<file path="src/rtl/edge_irq_pkg.sv">
package edge_irq_pkg;

   localparam int ADDR_W = 2;

   localparam logic [ADDR_W-1:0] ADR_RISE_MASK = 2'd0;
   localparam logic [ADDR_W-1:0] ADR_FALL_MASK = 2'd1;
   localparam logic [ADDR_W-1:0] ADR_CTRL      = 2'd2;
   localparam logic [ADDR_W-1:0] ADR_STATUS    = 2'd3;

   localparam int CTRL_STORED_W = 4;
   localparam int CTRL_CLR_BIT  = 4;

   typedef struct packed {
      logic sync_mode;
      logic fall_ie;
      logic rise_ie;
      logic master_en;
   } ctrl_t;

endpackage

</file>
<file path="src/rtl/edge_sampler.sv">
module edge_sampler #(
   parameter int WIDTH       = 8,
   parameter int SYNC_STAGES = 2
) (
   input  logic             clk,
   input  logic             rst_n,
   input  logic [WIDTH-1:0] pins_i,
   input  logic             sync_mode,
   output logic [WIDTH-1:0] rise_vec,
   output logic [WIDTH-1:0] fall_vec
);

   localparam int LAST = SYNC_STAGES - 1;

   generate
      if (SYNC_STAGES < 2) begin : g_bad_stages
         $error("edge_sampler: SYNC_STAGES must be at least 2");
      end
      if (WIDTH < 1) begin : g_bad_width
         $error("edge_sampler: WIDTH must be at least 1");
      end
   endgenerate

   // direct path: raw pins against the previous raw sample
   logic [WIDTH-1:0] raw_prev_q;

   always_ff @(posedge clk or negedge rst_n) begin
      if (!rst_n) raw_prev_q <= '0;
      else        raw_prev_q <= pins_i;
   end

   // synchronized path: flop chain followed by a history stage
   logic [SYNC_STAGES-1:0][WIDTH-1:0] sync_q;
   logic [WIDTH-1:0]                  sync_prev_q;

   always_ff @(posedge clk or negedge rst_n) begin
      if (!rst_n) begin
         sync_q      <= '0;
         sync_prev_q <= '0;
      end else begin
         sync_q      <= {sync_q[SYNC_STAGES-2:0], pins_i};
         sync_prev_q <= sync_q[LAST];
      end
   end

   logic [WIDTH-1:0] cur_s, old_s;

   always_comb begin
      if (sync_mode) begin
         cur_s = sync_q[LAST];
         old_s = sync_prev_q;
      end else begin
         cur_s = pins_i;
         old_s = raw_prev_q;
      end
      rise_vec =  cur_s & ~old_s;
      fall_vec = ~cur_s &  old_s;
   end

endmodule

</file>
<file path="src/rtl/edge_flag.sv">
module edge_flag (
   input  logic clk,
   input  logic rst_n,
   input  logic evt,
   input  logic clr,
   output logic flag
);

   logic flag_q;

   always_ff @(posedge clk or negedge rst_n) begin
      if (!rst_n) flag_q <= 1'b0;
      else        flag_q <= (flag_q & ~clr) | evt;
   end

   assign flag = flag_q;


   sticky_hold_chk: assert property (@(posedge clk) disable iff (!rst_n)
      (flag && !clr) |=> flag);


   edge_wins_chk: assert property (@(posedge clk) disable iff (!rst_n)
      evt |=> flag);


   clear_takes_chk: assert property (@(posedge clk) disable iff (!rst_n)
      (clr && !evt) |=> !flag);

endmodule

</file>
<file path="src/rtl/edge_regs.sv">
module edge_regs
   import edge_irq_pkg::*;
#(
   parameter int WIDTH = 8
) (
   input  logic              clk,
   input  logic              rst_n,
   input  logic              wr_en,
   input  logic [ADDR_W-1:0] wr_addr,
   input  logic [WIDTH-1:0]  wr_data,
   output logic [WIDTH-1:0]  rise_mask,
   output logic [WIDTH-1:0]  fall_mask,
   output ctrl_t             ctrl,
   output logic              clr_pulse
);

   generate
      if (WIDTH <= CTRL_CLR_BIT) begin : g_bad_width
         $error("edge_regs: WIDTH too small for the control word");
      end
   endgenerate

   logic [WIDTH-1:0] rise_mask_q, fall_mask_q;
   ctrl_t            ctrl_q;

   always_ff @(posedge clk or negedge rst_n) begin
      if (!rst_n) begin
         rise_mask_q <= '0;
         fall_mask_q <= '0;
         ctrl_q      <= '0;
      end else if (wr_en) begin
         case (wr_addr)
            ADR_RISE_MASK: rise_mask_q <= wr_data;
            ADR_FALL_MASK: fall_mask_q <= wr_data;
            ADR_CTRL:      ctrl_q      <= ctrl_t'(wr_data[CTRL_STORED_W-1:0]);
            default:       ;
         endcase
      end
   end

   assign clr_pulse = wr_en && (wr_addr == ADR_CTRL) && wr_data[CTRL_CLR_BIT];
   assign rise_mask = rise_mask_q;
   assign fall_mask = fall_mask_q;
   assign ctrl      = ctrl_q;


   rise_mask_wr_chk: assert property (@(posedge clk) disable iff (!rst_n)
      (wr_en && wr_addr == ADR_RISE_MASK) |=> (rise_mask == $past(wr_data)));


   fall_mask_wr_chk: assert property (@(posedge clk) disable iff (!rst_n)
      (wr_en && wr_addr == ADR_FALL_MASK) |=> (fall_mask == $past(wr_data)));

endmodule

</file>
<file path="src/rtl/edge_irq_ctrl.sv">
module edge_irq_ctrl
   import edge_irq_pkg::*;
#(
   parameter int WIDTH       = 8,
   parameter int SYNC_STAGES = 2
) (
   input  logic              clk,
   input  logic              rst_n,
   input  logic [WIDTH-1:0]  pins_i,
   input  logic              wr_en,
   input  logic [ADDR_W-1:0] wr_addr,
   input  logic [WIDTH-1:0]  wr_data,
   input  logic [ADDR_W-1:0] rd_addr,
   output logic [WIDTH-1:0]  rd_data,
   output logic              irq_o
);

   localparam int CTRL_PAD = WIDTH - CTRL_STORED_W;
   localparam int STAT_PAD = WIDTH - 3;

   logic [WIDTH-1:0] rise_mask, fall_mask, rise_vec, fall_vec;
   ctrl_t            ctrl;
   logic             clr_pulse, rise_flag, fall_flag;

   edge_regs #(.WIDTH(WIDTH)) u_regs (
      .clk       (clk),
      .rst_n     (rst_n),
      .wr_en     (wr_en),
      .wr_addr   (wr_addr),
      .wr_data   (wr_data),
      .rise_mask (rise_mask),
      .fall_mask (fall_mask),
      .ctrl      (ctrl),
      .clr_pulse (clr_pulse)
   );

   edge_sampler #(.WIDTH(WIDTH), .SYNC_STAGES(SYNC_STAGES)) u_sampler (
      .clk       (clk),
      .rst_n     (rst_n),
      .pins_i    (pins_i),
      .sync_mode (ctrl.sync_mode),
      .rise_vec  (rise_vec),
      .fall_vec  (fall_vec)
   );

   edge_flag u_rise_flag (
      .clk   (clk),
      .rst_n (rst_n),
      .evt   (|(rise_vec & rise_mask)),
      .clr   (clr_pulse),
      .flag  (rise_flag)
   );

   edge_flag u_fall_flag (
      .clk   (clk),
      .rst_n (rst_n),
      .evt   (|(fall_vec & fall_mask)),
      .clr   (clr_pulse),
      .flag  (fall_flag)
   );

   assign irq_o = ctrl.master_en &
                  ((rise_flag & ctrl.rise_ie) | (fall_flag & ctrl.fall_ie));

   always_comb begin
      case (rd_addr)
         ADR_RISE_MASK: rd_data = rise_mask;
         ADR_FALL_MASK: rd_data = fall_mask;
         ADR_CTRL:      rd_data = {{CTRL_PAD{1'b0}}, ctrl};
         default:       rd_data = {{STAT_PAD{1'b0}}, irq_o, fall_flag, rise_flag};
      endcase
   end


   ctrl_strobe_zero_chk: assert property (@(posedge clk) disable iff (!rst_n)
      (rd_addr == ADR_CTRL) |-> !rd_data[CTRL_CLR_BIT]);

endmodule

</file>
<file path="config.mk">
export PLATFORM = sky130hd
export DESIGN_NAME = edge_irq_ctrl
export DESIGN_NICKNAME = d
export VERILOG_FILES = /design/src/rtl/edge_irq_pkg.sv /design/src/rtl/edge_sampler.sv /design/src/rtl/edge_flag.sv /design/src/rtl/edge_regs.sv /design/src/rtl/edge_irq_ctrl.sv
export SDC_FILE = /design/constraint.sdc
export NUM_CORES = 1
export LEC_CHECK = 0
export ABC_AREA = 1
export BUFFER_PORTS_ARGS = -buffer_cell sky130_fd_sc_hd__buf_4
export CAP_MARGIN = 5
export CELL_PAD_IN_SITES_DETAIL_PLACEMENT = 0
export CELL_PAD_IN_SITES_GLOBAL_PLACEMENT = 1
export CORE_MARGIN = 1
export CORE_UTILIZATION = 41
export CTS_CLUSTER_DIAMETER = 30
export DETAILED_ROUTE_END_ITERATION = 10
export GPL_TIMING_DRIVEN = 0
export HOLD_SLACK_MARGIN = 0.05
export PLACE_DENSITY = 0.76
export SETUP_SLACK_MARGIN = 0.15
export SLEW_MARGIN = 20
export SYNTH_ARGS = -nofsm -noshare
export SYNTH_HDL_FRONTEND = slang
export SYNTH_HIERARCHICAL = 1
export SYNTH_SLANG_ARGS = --single-unit
</file>
<file path="constraint.sdc">
create_clock -name clk -period 1.7 [get_ports clk]
set_input_delay 0.425 -clock clk [delete_from_list [all_inputs] [get_ports clk]]
set_output_delay 0.425 -clock clk [all_outputs]
set_load 0.01 [all_outputs]
</file>
Word-level counts from Yosys, hierarchy flattened
Cells that the tools add are included.
Widths: inputs -> output; s select.
{"block": "classes", "mul": 0, "add_sub_neg": 0, "bitwise": 15, "n_reduce_logical": 9, "n_lt_le_gt_ge": 0, "div_mod_pow": 0, "n_mux": 3, "n_eq_ne": 4, "n_shift": 0}
{"cell": "$and 8x8->8", "n": 4}
{"cell": "$pmux 8 s3", "n": 1}
{"cell": "$mux 8", "n": 2}
{"cell": "$not 8->8", "n": 2}
{"cell": "$reduce_or 8->1", "n": 2}
{"cell": "$reduce_and 2->1", "n": 3}
{"cell": "$and 1x1->1", "n": 5}
{"cell": "$eq 2x1->1 const B", "n": 2}
{"cell": "$eq 2x2->1 const B", "n": 2}
{"cell": "$logic_not 2->1", "n": 2}
{"cell": "$or 1x1->1", "n": 3}
{"cell": "$logic_and 1x1->1", "n": 2}
{"cell": "$not 1->1", "n": 1}
{"block": "totals", "ff_bits": 46, "romBits": 0, "mem_bits_rw": 0, "latchBits": 0, "mem_count": 0}

Longest topological paths before layout
{"block": "logic_depth", "depth_word": 6, "mapped_depth": 12, "depth_no_buf": 10}

By module
The synthesis kept the hierarchy.
{"module": "edge_sampler", "area_per_inst_um2": 1197.4, "seq_area_each_um2": 600.6, "cells_per_inst": 176, "n_inst": 1}
{"module": "edge_regs", "area_per_inst_um2": 844.6, "seq_area_each_um2": 500.5, "cells_per_inst": 92, "n_inst": 1}
{"module": "edge_irq_ctrl", "area_per_inst_um2": 326.6, "seq_area_each_um2": 0.0, "cells_per_inst": 75, "n_inst": 1}
{"module": "edge_flag", "area_per_inst_um2": 40.0, "seq_area_each_um2": 25.0, "cells_per_inst": 5, "n_inst": 2}

Worst setup path before layout
Ideal clock, no wire load.
{"block": "synth_path", "path_kind": "input-to-output", "startpoint": "in rd_addr[1]", "endpoint": "out rd_data[2]", "n_path_buf": 1, "arrival_time_ns": 0.935, "required_ns": 1.275, "slack_ns": 0.340, "stages": 6, "path_cell_list": "buf_4 > inv_2 > nand2_1 > nor2_1 > nor2_1 > nand2_1"}
{"block": "synth_via", "elab_chain_len": 2}
{"item": "start, declared", "line_no": "edge_irq_ctrl.sv:13", "text": "input logic [ADDR_W-1:0] rd_addr,"}
{"item": "$eq 2x2->1, or another cell as far along", "line_no": "edge_irq_ctrl.sv:66", "text": "case (rd_addr)"}
{"item": "$pmux 8 s3 (*)", "line_no": "edge_irq_ctrl.sv:66"}
{"item": "end, declared", "line_no": "edge_irq_ctrl.sv:14", "text": "output logic [WIDTH-1:0] rd_data,"}
Mark *: on every way between the ends. The rest lies on a longest branch, timed or not.

Worst setup path after layout
{"block": "layout_path", "startpoint": "reg u_fall_flag.flag_q (netlist: u_fall_flag/flag)", "endpoint": "out rd_data[2]"}
{"block": "layout_via", "elab_chain_len": 4}
{"item": "start, declared", "line_no": "edge_flag.sv:9", "text": "logic flag_q;"}
{"item": "start signal, assigned", "line_no": "edge_flag.sv:13", "text": "else flag_q <= (flag_q & ~clr) | evt;"}
{"item": "$and 1x1->1", "line_no": "edge_irq_ctrl.sv:63", "text": "((rise_flag & ctrl.rise_ie) | (fall_flag & ctrl.fall_ie));"}
{"item": "$or 1x1->1", "line_no": "edge_irq_ctrl.sv:63"}
{"item": "$and 1x1->1", "line_no": "edge_irq_ctrl.sv:62", "text": "assign irq_o = ctrl.master_en &"}
{"item": "$pmux 8 s3", "line_no": "edge_irq_ctrl.sv:66"}
Every way passes these cells.

==> flow_summary_export.csv <==
group,metric,value,unit
finish,drive_above_1_share,0.1875,
floorplan,die_area,0.006285,sq mm
global_routing,grt_overflow,0,
setup_path,crit_chain,"nand2_1 > nand2_1 > nand3b_1 > nand2_1 > buf_6",
clocking,clock_path_buffers,2,
setup_path,cpMaxStageDelayCell,"dfrtp_1",
setup_path,critPathArrivalTime,1100,ps
global_routing,grt_usage,0.2173,
routing,wirelength,6216,microns
finish,instances_no_fill,472,
sta,fmax,0.6548,GHz
synthesis,seq_area_frac_synth,0.4701,
setup_path,cp_common_cell,"nand2_1",
routing,drcViolationCount,0,
finish,fin_nets,422,
global_routing,grt_pass1_wl,10290,microns
placed_design,dp_slack,69.34,ps
synthesis,syn_nets,376,
pwr,ir_drop,0.3824,mV
global_routing,antenna_found_initial,0,
synthesis,yosys-top-cells-area,"dfrtp_1 47%, nand2_1 28%, inv_1 6.0%",
pwr,power.leakage,1.778,nW
sta,layout_setup_ws,172.9,ps
synthesis,synth_cell_types,15,
setup_path,crit_type,"flop to primary output",
sta,tns,0,ps
floorplan,die_h,79.28,microns
floorplan,num_rows,27,
placed_design,dp.cells,454,
synthesis,synth-edff-count,0,
setup_path,critPathRequiredTime,1270,ps
synthesis,ys_ff_latch,46,
synthesis,syn-instance-count,353,
finish,area_growth,24.48,%
synthesis,synthArstFlopShare,1.000,
clocking,clockRootBuffer,"clkbuf_8",
floorplan,start_util,0.4340,
floorplan,die_w,79.28,microns
clocking,cts_hold_buf,0,
sta,finalMaxSlewViolations,0,
routing,first_pass_iters,4,
routing,avgViaCountPerCell,4.621,
sta,fin_crit_sh,0.8983,
sta,hold_viol,0,
sta,setup_viol,0,
synthesis,mappedNetlistArea,0.002449,sq mm
clocking,cts.sink_count,46,
routing,drtIter0Drc,109,
global_routing,grt_pass1_vias,2123,
synthesis,syn_avg_cell_area,6.937,sq um
setup_path,worst-path-max-fanout,3,
worst_hold_path,hp-class,"primary input to asynchronous set/reset pin",
setup_path,cp-end-kind,"primary output",
setup_path,startpoint_type,"flop",
clocking,cts_tree,"done",
setup_path,r2r_start,"u_regs/ctrl[3]",
placed_design,dp_hpwl,4341,microns
sta,fin_worst_skew,3.071,ps
outcome,status,"completed",
setup_path,rr_endpoint,"u_rise_flag/flag",
synthesis,synth_ff_type,"dfrtp_1",
placed_design,place_congestion,0.8021,
flow_run,drv_cap,0,
floorplan,core_area,0.005642,sq mm
sta,slew_headroom,0.6045,
sta,rsz0062_at_grt,"true",
routing,dr_total_vias,2181,
clocking,clk_pin_slew,90,ps
routing,wire_per_inst,13.17,microns
synthesis,netlist.area_leader.share,0.4701,
synthesis,yosys.area.top_type,"dfrtp_1",
sta,tightest_slew,593.2,ps
placed_design,port_buffers,29,
sta,period_needed,1527,ps
setup_path,r2r.worst_path.cells,12,
synthesis,synth_warnings,6,
global_routing,grt_max_degree,47,
setup_path,critical-path-max-stage-delay,410,ps
floorplan,ios,32,
setup_path,reg2reg_slack,210,ps
synthesis,synth_most_common_cell,"nand2_1",
clocking,htreeDepth,2,
pwr,power_density,924.3,mW/mm^2
clocking,insertion_delay,300,ps
synthesis,synthTopCellsByCount,"185 x nand2_1, 46 x dfrtp_1, 39 x inv_1",
clocking,cts_buffers,5,
finish,diodes,0,
routing,ant_nets,0,
==> metrics by stage <==
stage                       util  instance area, sq um  hold WS (ps)  power, mW
after global placement    0.4886                  2756         380.0      1.998
after detailed placement  0.4886                  2756         382.8      2.005
after CTS                 0.5132                  2895         145.8      2.753
after floorplan                -                  2449         129.4      1.735
final                     0.5403                  3048         124.4      2.817
after global routing      0.5403                  3048         158.0      2.999
==> worst max path at each step <==
stage / slack (ps) / startpoint / to
6_report: 170 / u_fall_flag/flag / rd_data[2]
5_1_grt: 120 / u_rise_flag/flag / rd_data[2]
4_1_cts: 130 / u_regs/ctrl[3] / u_rise_flag/flag
3_5_place_dp: 70 / u_regs/ctrl[3] / u_rise_flag/flag
3_3_place_gp: 100 / u_regs/ctrl[3] / u_rise_flag/flag
2_1_floorplan: 340 / rd_addr[1] / rd_data[2]
==> where the power goes <==
group          switching (mW)  internal [mW]
combinational           0.454          0.371
sequential             0.0951           1.20
clock                   0.366          0.329
total                   0.915           1.90
==> per-layer routing <==
| layer | up-vias | share of wire | global-route usage |
|---|---|---|---|
| li1 | 1158 | - | - |
| met1 | 979 | 0.49 | 0.3034 |
| met2 | 36 | 0.46 | 0.3362 |
| met3 | 8 | 0.036 | 0.03908 |
| met4 | 0 | 0.014 | 0.07818 |
| met5 | - | 0 | 0 |
==> flip-flops by register name (all words and copies together) (netlist names) <==
signal                 cells
u_fall_flag/flag           1
u_regs/ctrl                4
u_regs/fall_mask           8
u_regs/rise_mask           8
u_rise_flag/flag           1
u_sampler/sync_prev_q      8
u_sampler/sync_q          16
==> timing repair <==
item	in CTS	in global routing
cloned	1	2
gates resized for setup	9	20
pin swaps	5	10
endpoints found under the setup margin	6	7
setup buffers	2	5
hold endpoints to repair	0	0
==> layout by cell type, fill, tap and decap left out, types with 3 or more instances in the layout <==
master | netlist | layout
nand2_1 | 185 | 184
dfrtp_1 | 46 | 46
inv_1 | 39 | 39
buf_4 | 4 | 37
nand3_1 | 23 | 21
nor2_1 | 23 | 18
nand4_1 | 14 | 14
buf_6 | 4 | 8
clkbuf_8 | 0 | 6
nor2_2 | 1 | 5
nand3_2 | 2 | 4
buf_8 | 0 | 3
==> final cells by class <==
type | count | area [sq um]
timing repair buffer | 39 | 331.6
fill | 548 | 2594
sequential | 46 | 1151
multi-input combinational | 251 | 1066
tap | 72 | 90.09
inverter | 43 | 176.4
clock inverter | 1 | 5.005
clock buffer | 7 | 86.33
buffer | 13 | 141.4
==> kinds of logic (layout without fill, tap and decap cells) <==
family,Yosys count,count (layout),synth area share
flops,46,46,0.4701
simple gates,250,250,0.4200
compound gates,1,1,0.003067
buf+inv,56,103,0.1068
==> worst max-delay path: cells and delay by family (launching register included) <==
kind / cells / cell delay, ps
buffers and inverters: 1 / 120
DFF: 1 / 410
and+or+nand+nor: 4 / 280
(Power assumes the default switching activity.)
